## src/rtl/led_chain_pkg.sv

```systemverilog
package led_chain_pkg;

  typedef enum logic [3:0] {
    ST_IDLE, ST_PWR, ST_BIT_LO, ST_BIT_HI, ST_LGAP,
    ST_LATCH, ST_SGAP, ST_STROBE, ST_DONE
  } seq_state_t;

  // Minimum cycle count covering a time in ns, rounded up.
  function automatic int ns_to_cyc(input int ns, input int period_ns);
    return (ns + period_ns - 1) / period_ns;
  endfunction

  // Strobe length actually used: the request, raised to the floor.
  function automatic logic [15:0] eff_strobe(input logic [15:0] req,
                                             input logic [15:0] floor_cyc);
    return (req < floor_cyc) ? floor_cyc : req;
  endfunction

endpackage

```

## src/rtl/seq_timer.sv

```systemverilog
module seq_timer #(
  parameter int CNT_W = 16
) (
  input  logic             clk,
  input  logic             rst_n,
  input  logic             load,
  input  logic [CNT_W-1:0] load_val,
  output logic             expired
);
  logic [CNT_W-1:0] cnt_q;

  always_ff @(posedge clk or negedge rst_n) begin
    if (!rst_n)            cnt_q <= '0;
    else if (load)         cnt_q <= load_val;
    else if (cnt_q != '0)  cnt_q <= cnt_q - 1'b1;
  end

  assign expired = (cnt_q == '0);

  AST_TIMER_HOLDS_ZERO: assert property (@(posedge clk) disable iff (!rst_n)
    (expired && !load) |=> expired);
endmodule

```

## src/rtl/frame_shifter.sv

```systemverilog
module frame_shifter #(
  parameter int WIDTH = 16
) (
  input  logic             clk,
  input  logic             rst_n,
  input  logic             load,
  input  logic [WIDTH-1:0] din,
  input  logic             shift,
  output logic             msb,
  output logic             last_bit
);
  localparam int BC_W = $clog2(WIDTH + 1);

  logic [WIDTH-1:0] sreg_q;
  logic [BC_W-1:0]  left_q;

  always_ff @(posedge clk or negedge rst_n) begin
    if (!rst_n) begin
      sreg_q <= '0;
      left_q <= '0;
    end else if (load) begin
      sreg_q <= din;
      left_q <= BC_W'(WIDTH);
    end else if (shift) begin
      sreg_q <= {sreg_q[WIDTH-2:0], 1'b0};
      left_q <= left_q - 1'b1;
    end
  end

  assign msb      = sreg_q[WIDTH-1];
  assign last_bit = (left_q == BC_W'(1));

  AST_NO_SHIFT_PAST_END: assert property (@(posedge clk) disable iff (!rst_n)
    shift |-> (left_q > BC_W'(1)));
endmodule

```

## src/rtl/led_chain_seq.sv

```systemverilog
module led_chain_seq
  import led_chain_pkg::*;
#(
  parameter int N_DEV       = 2,
  parameter int CLK_NS      = 10,
  parameter int LEN_W       = 16,
  parameter int PWR_CYC     = 50,
  parameter int SETUP_CYC   = 100,
  parameter int HOLD_CYC    = 100,
  parameter int LGAP_CYC    = 20,
  parameter int LATCH_CYC   = 80,
  parameter int SGAP_CYC    = 30,
  parameter int STB_MIN_CYC = 300
) (
  input  logic               clk,
  input  logic               rst_n,
  input  logic               frame_valid,
  output logic               frame_ready,
  input  logic [N_DEV*8-1:0] frame_data,
  input  logic [LEN_W-1:0]   strobe_len,
  output logic               drv_psw,
  output logic               drv_sdata,
  output logic               drv_sclk,
  output logic               drv_latch,
  output logic               drv_stb_n,
  output logic               done
);
  localparam int FW    = N_DEV * 8;
  localparam int CNT_W = 16;

  // Elaboration-time interval checks against interface minimums.
  if (PWR_CYC < ns_to_cyc(500, CLK_NS)) begin : g_bad_pwr
    $error("power-up lead too short");
  end
  if (SETUP_CYC < ns_to_cyc(300, CLK_NS)) begin : g_bad_setup
    $error("data setup too short");
  end
  if (HOLD_CYC < ns_to_cyc(400, CLK_NS)) begin : g_bad_hold
    $error("data hold too short");
  end
  if (SETUP_CYC + HOLD_CYC < ns_to_cyc(2000, CLK_NS)) begin : g_bad_rate
    $error("serial clock faster than 500 kHz");
  end
  if (LGAP_CYC < 1) begin : g_bad_lgap
    $error("latch gap must be at least one cycle");
  end
  if (LATCH_CYC < ns_to_cyc(800, CLK_NS)) begin : g_bad_latch
    $error("latch pulse too short");
  end
  if (SGAP_CYC < ns_to_cyc(300, CLK_NS)) begin : g_bad_sgap
    $error("latch-to-strobe gap too short");
  end
  if (STB_MIN_CYC < ns_to_cyc(3000, CLK_NS)) begin : g_bad_stb
    $error("strobe floor too short");
  end
  if (LEN_W > CNT_W || STB_MIN_CYC >= (1 << CNT_W) || SETUP_CYC >= (1 << CNT_W)
      || HOLD_CYC >= (1 << CNT_W) || PWR_CYC >= (1 << CNT_W)) begin : g_bad_width
    $error("interval does not fit the timer");
  end

  seq_state_t       state_q, state_d;
  logic             tmr_load, tmr_zero;
  logic [CNT_W-1:0] tmr_val;
  logic             sh_load, sh_shift, sh_msb, sh_last;
  logic [CNT_W-1:0] stb_q;

  // Named internal events
  logic accept, bit_rise, bit_fall, strobe_end;
  assign accept     = frame_valid && frame_ready;
  assign bit_rise   = (state_q == ST_BIT_LO) && tmr_zero;
  assign bit_fall   = (state_q == ST_BIT_HI) && tmr_zero;
  assign strobe_end = (state_q == ST_STROBE) && tmr_zero;

  seq_timer #(.CNT_W(CNT_W)) u_timer (
    .clk(clk), .rst_n(rst_n), .load(tmr_load), .load_val(tmr_val),
    .expired(tmr_zero)
  );

  frame_shifter #(.WIDTH(FW)) u_shift (
    .clk(clk), .rst_n(rst_n), .load(sh_load), .din(frame_data),
    .shift(sh_shift), .msb(sh_msb), .last_bit(sh_last)
  );

  always_comb begin
    state_d  = state_q;
    tmr_load = 1'b0;
    tmr_val  = '0;
    sh_load  = 1'b0;
    sh_shift = 1'b0;
    unique case (state_q)
      ST_IDLE: if (accept) begin
        state_d = ST_PWR; tmr_load = 1'b1; tmr_val = CNT_W'(PWR_CYC - 1);
        sh_load = 1'b1;
      end
      ST_PWR: if (tmr_zero) begin
        state_d = ST_BIT_LO; tmr_load = 1'b1; tmr_val = CNT_W'(SETUP_CYC - 1);
      end
      ST_BIT_LO: if (bit_rise) begin
        state_d = ST_BIT_HI; tmr_load = 1'b1; tmr_val = CNT_W'(HOLD_CYC - 1);
      end
      ST_BIT_HI: if (bit_fall) begin
        tmr_load = 1'b1;
        if (sh_last) begin
          state_d = ST_LGAP; tmr_val = CNT_W'(LGAP_CYC - 1);
        end else begin
          state_d = ST_BIT_LO; tmr_val = CNT_W'(SETUP_CYC - 1);
          sh_shift = 1'b1;
        end
      end
      ST_LGAP: if (tmr_zero) begin
        state_d = ST_LATCH; tmr_load = 1'b1; tmr_val = CNT_W'(LATCH_CYC - 1);
      end
      ST_LATCH: if (tmr_zero) begin
        state_d = ST_SGAP; tmr_load = 1'b1; tmr_val = CNT_W'(SGAP_CYC - 1);
      end
      ST_SGAP: if (tmr_zero) begin
        state_d = ST_STROBE; tmr_load = 1'b1; tmr_val = stb_q - 1'b1;
      end
      ST_STROBE: if (strobe_end) state_d = ST_DONE;
      ST_DONE:   state_d = ST_IDLE;
      default:   state_d = ST_IDLE;
    endcase
  end

  always_ff @(posedge clk or negedge rst_n) begin
    if (!rst_n) begin
      state_q <= ST_IDLE;
      stb_q   <= CNT_W'(STB_MIN_CYC);
    end else begin
      state_q <= state_d;
      if (accept) stb_q <= eff_strobe(CNT_W'(strobe_len), CNT_W'(STB_MIN_CYC));
    end
  end

  assign frame_ready = (state_q == ST_IDLE);
  assign drv_psw     = (state_q != ST_IDLE);
  assign drv_sclk    = (state_q == ST_BIT_HI);
  assign drv_sdata   = sh_msb && ((state_q == ST_BIT_LO) || (state_q == ST_BIT_HI)
                                  || (state_q == ST_LGAP));
  assign drv_latch   = (state_q == ST_LATCH);
  assign drv_stb_n   = (state_q != ST_STROBE);
  assign done        = (state_q == ST_DONE);

  AST_SCLK_NEEDS_PSW: assert property (@(posedge clk) disable iff (!rst_n)
    drv_sclk |-> drv_psw);
  AST_DATA_HELD_HIGH: assert property (@(posedge clk) disable iff (!rst_n)
    (drv_sclk && $past(drv_sclk)) |-> $stable(drv_sdata));
  AST_LATCH_SCLK_LOW: assert property (@(posedge clk) disable iff (!rst_n)
    drv_latch |-> !drv_sclk);
  AST_STROBE_QUIET: assert property (@(posedge clk) disable iff (!rst_n)
    !drv_stb_n |-> (!drv_latch && !drv_sclk));
  AST_READY_IDLE: assert property (@(posedge clk) disable iff (!rst_n)
    frame_ready |-> (!drv_psw && drv_stb_n && !drv_latch));
  AST_DONE_PULSE: assert property (@(posedge clk) disable iff (!rst_n)
    done |=> (!done && frame_ready));
  AST_STB_AFTER_LATCH: assert property (@(posedge clk) disable iff (!rst_n)
    $fell(drv_latch) |-> drv_stb_n);
endmodule

```

## config.mk

```make
export PLATFORM = sky130hd
export DESIGN_NAME = led_chain_seq
export DESIGN_NICKNAME = d
export VERILOG_FILES = /design/src/rtl/led_chain_pkg.sv /design/src/rtl/seq_timer.sv /design/src/rtl/frame_shifter.sv /design/src/rtl/led_chain_seq.sv
export SDC_FILE = /design/constraint.sdc
export NUM_CORES = 1
export LEC_CHECK = 0
export ABC_CLOCK_PERIOD_IN_PS = 4600
export BUFFER_PORTS_ARGS = -buffer_cell sky130_fd_sc_hd__buf_2
export CAP_MARGIN = 30
export CORE_ASPECT_RATIO = 0.75
export CORE_UTILIZATION = 50
export DETAILED_ROUTE_END_ITERATION = 8
export PLACE_DENSITY = 0.71
export SLEW_MARGIN = 15
export SYNTH_ARGS = -nofsm -noshare
export SYNTH_HDL_FRONTEND = slang
export SYNTH_SLANG_ARGS = --single-unit
```

## constraint.sdc

```tcl
create_clock -name clk -period 4.6 [get_ports clk]
set_clock_uncertainty 0.2 [all_clocks]
set_input_delay 0.69 -clock clk [delete_from_list [all_inputs] [get_ports clk]]
set_output_delay 0.69 -clock clk [all_outputs]
set_load 0.005 [all_outputs]
```

==> impl_metrics.yaml <==
logic_synthesis:
  synth_top_area_frac: 0.4080
  synth-seq-area-share: 0.4403
  ys_types: 57
  yosys_register_bits: 57
  async_flop_share: 1.000
  yosysWarningCount: 0
  syn_area_mm2: 0.003251
  postSynthCellCount: 359
  synth_edf_count: 0
  synth_area_per_cell_um2: 9.055
  synth_area_leaders: "dfrtp_1 (41%), nand2_1 (6.6%), xnor2_1 (4.3%)"
  yosys_most_used_dff: "dfrtp_1"
  yosys.area.top_type: "dfrtp_1"
  synth_nets: 399
route:
  vias: 2780
  drt_iter0_markers: 163
  ant_nets: 0
  drc: 0
  wirelength_um: 7418
  wire_per_inst_um: 15.36
  first_pass_iters: 5
  via_per_inst: 5.756
clocking:
  htreeDepth: 3
  post_cts_buffers: 0
  cts_buffer_depth: 2
  cts_root_buf: "clkbuf_8"
  cts.sinks: 57
  clock_latency_ns: 0.35
  cts_tree: "built"
  cts_resized: 0
  path_clk_slew_ns: 0.07
  cts_hold_buffers: 0
  numCtsBuffers: 9
global_route:
  antenna_found_initial: 0
  grt_max_degree: 31
  grt_pass1_vias: 2511
  grt_use_total: 0.2426
  overflow: 0
  grt_pass1_wl_um: 12400
sta:
  final-max-slew-violation-count: 0
  relSlewSlack: 0.4510
  fin_crit_ns: 2.926
  hold_violations: 0
  rsz0062_at_grt: "no"
  setup_tns_ns: 0
  worstMarginPinSlew_ns: 0.8215
  setup_viol: 0
  fin_crit_sh: 0.6362
  max_freq_mhz: 341.7
power:
  power.total_mw: 1.777
  p_seq_frac: 0.481
  switchingPower_mw: 0.6478
  max-vdd-ir-drop_mv: 0.2257
  p_int_mw: 1.129
  pwr_density_cell_mw_per_mm2: 482.1
  clockPowerShare: 0.247
  p_sw_frac: 0.3646
  combPwrFrac: 0.272
  power_leakage_nw: 1.653
placed_design:
  dp_cells: 467
  numPortBuffers: 41
  place_congestion: 0.8827
  placed_area_mm2: 0.003498
  place_hpwl_um: 5390
floorplan:
  start_util: 0.5170
  die_y_um: 71.83
  coreArea_mm2: 0.006287
  die_w_um: 95.11
  die_area_mm2: 0.006831
  io_pins: 42
  rows: 25
cells_and_area:
  nets: 437
  regArea_mm2: 0.001431
  drive_gt1_frac: 0.1816
  multi_input_area_mm2: 0.001697
  final_cells: 483
  fillCellCount: 588
  antennaDiodeCount: 0
  area_growth_pct: 13.40
  final_cell_area_mm2: 0.003686
critical_path:
  cp-start-kind: "flip-flop"
  cp_max_fo: 19
  crit_required_ns: 4.63
  critical_path_class: "flip-flop to flip-flop"
  cp-end-kind: "flip-flop"
  critPathArrivalTime_ns: 2.95
min_path:
  holdCritPathClass: "primary input to asynchronous set/reset pin"
run:
  max_cap_violations: 0
outcome:
  status: "finished, final reports clean"
-- worst max-delay path, stage by stage (launching register included) --
cell     delay, ns
dfrtp_1       0.44
nor4_1        0.56
and4_1        0.34
and3_1        0.59
nor2_1        0.31
mux2_2        0.35
-- metal layers --
metal  global-route usage  up-vias  routed length, um
met3              0.07431        9                393
met1               0.3796     1326               3835
met2               0.3135       76               3103
met4              0.07576        0                 85
met5                    0        -                  0
li1                     -     1369                  -
-- Yosys cell counts, drive strengths merged, types with 5 or more instances --
| library cell | number |
|---|---|
| buf | 9 |
| nor2 | 28 |
| nor2b | 5 |
| inv | 9 |
| a22o | 15 |
| xor2 | 7 |
| xnor2 | 16 |
| nand3 | 14 |
| clkbuf | 9 |
| a31oi | 8 |
| nand2 | 57 |
| a21oi | 15 |
| o21ai | 14 |
| nor4 | 8 |
| a21o | 10 |
| nand4 | 6 |
| nor3 | 17 |
| dfrtp | 53 |
| ha | 5 |
-- logic make-up (layout without fill, tap and decap cells) --
| group | Yosys count | after routing | share of synthesized area |
|---|---|---|---|
| AND/OR/NAND/NOR | 159 | 159 | 0.2490 |
| AO/OA/AOI/OAI | 87 | 87 | 0.1882 |
| flip-flops | 57 | 57 | 0.4403 |
| buffers and inverters | 27 | 70 | 0.03772 |
| XOR/XNOR | 23 | 23 | 0.06197 |
| adder cells (fa/ha/maj) | 5 | 5 | 0.01925 |
| multiplexers | 1 | 1 | 0.003464 |
-- per-stage QoR --
| step | util | setup WS [ns] | hold slack, ns |
|---|---|---|---|
| after floorplan | - | 2.482 | 0.1944 |
| after global placement | 0.5564 | 1.865 | 0.2601 |
| after detailed placement | 0.5564 | 1.754 | 0.2663 |
| after CTS | 0.5863 | 1.739 | 0.1815 |
| after global routing | 0.5863 | 1.466 | 0.2123 |
| final | 0.5863 | 1.674 | 0.1716 |
-- cell usage in the layout (no fill, tap or decap), types with 9 or more instances in the layout --
cell type / n
clkbuf_8: 10
nor3_1: 16
a21o_1: 10
nor2_1: 28
buf_2: 41
xnor2_1: 16
o21ai_0: 12
a22o_1: 15
nand3_1: 13
dfrtp_1: 53
nand2_1: 57
inv_1: 9
a21oi_1: 15
-- state kept, by name (all words and copies together), names as in the netlist --
| register | count |
|---|---|
| u_shift.left_q | 5 |
| stb_q | 16 |
| u_shift.sreg_q | 16 |
| u_timer.cnt_q | 16 |
| state_q | 4 |
-- worst paths after layout --
path,startpoint,endpoint,slack (ns),cells after the start
min reg2reg,u_shift.sreg_q[1],u_shift.sreg_q[1],0.28,1
max in group asynchronous,rst_n,stb_q[2],3.18,2
min,rst_n,state_q[0],0.17,1
min in group clk,u_shift.sreg_q[1],u_shift.sreg_q[1],0.28,1
max,u_timer.cnt_q[9],u_shift.left_q[0],1.67,5
max reg2reg,u_timer.cnt_q[9],u_shift.left_q[0],1.67,5
-- power by group through the flow --
stage	clock [mW]	combinational, mW	sequential, mW
floorplan	0	0.382	0.811
global placement	0	0.469	0.852
detailed placement	0	0.480	0.860
CTS	0.451	0.484	0.851
global route	0.475	0.550	0.878
finish	0.439	0.483	0.854
-- cell type report --
cell class / count / share of cell area
multi-input cells: 275 / 0.4603
repair buffers: 45 / 0.06382
clock buffers: 10 / 0.03734
flip-flops and latches: 57 / 0.3883
clock inverters: 6 / 0.01358
well taps: 81 / 0.02749
inverters: 9 / 0.009165
Power figures use the tool's default switching activity.
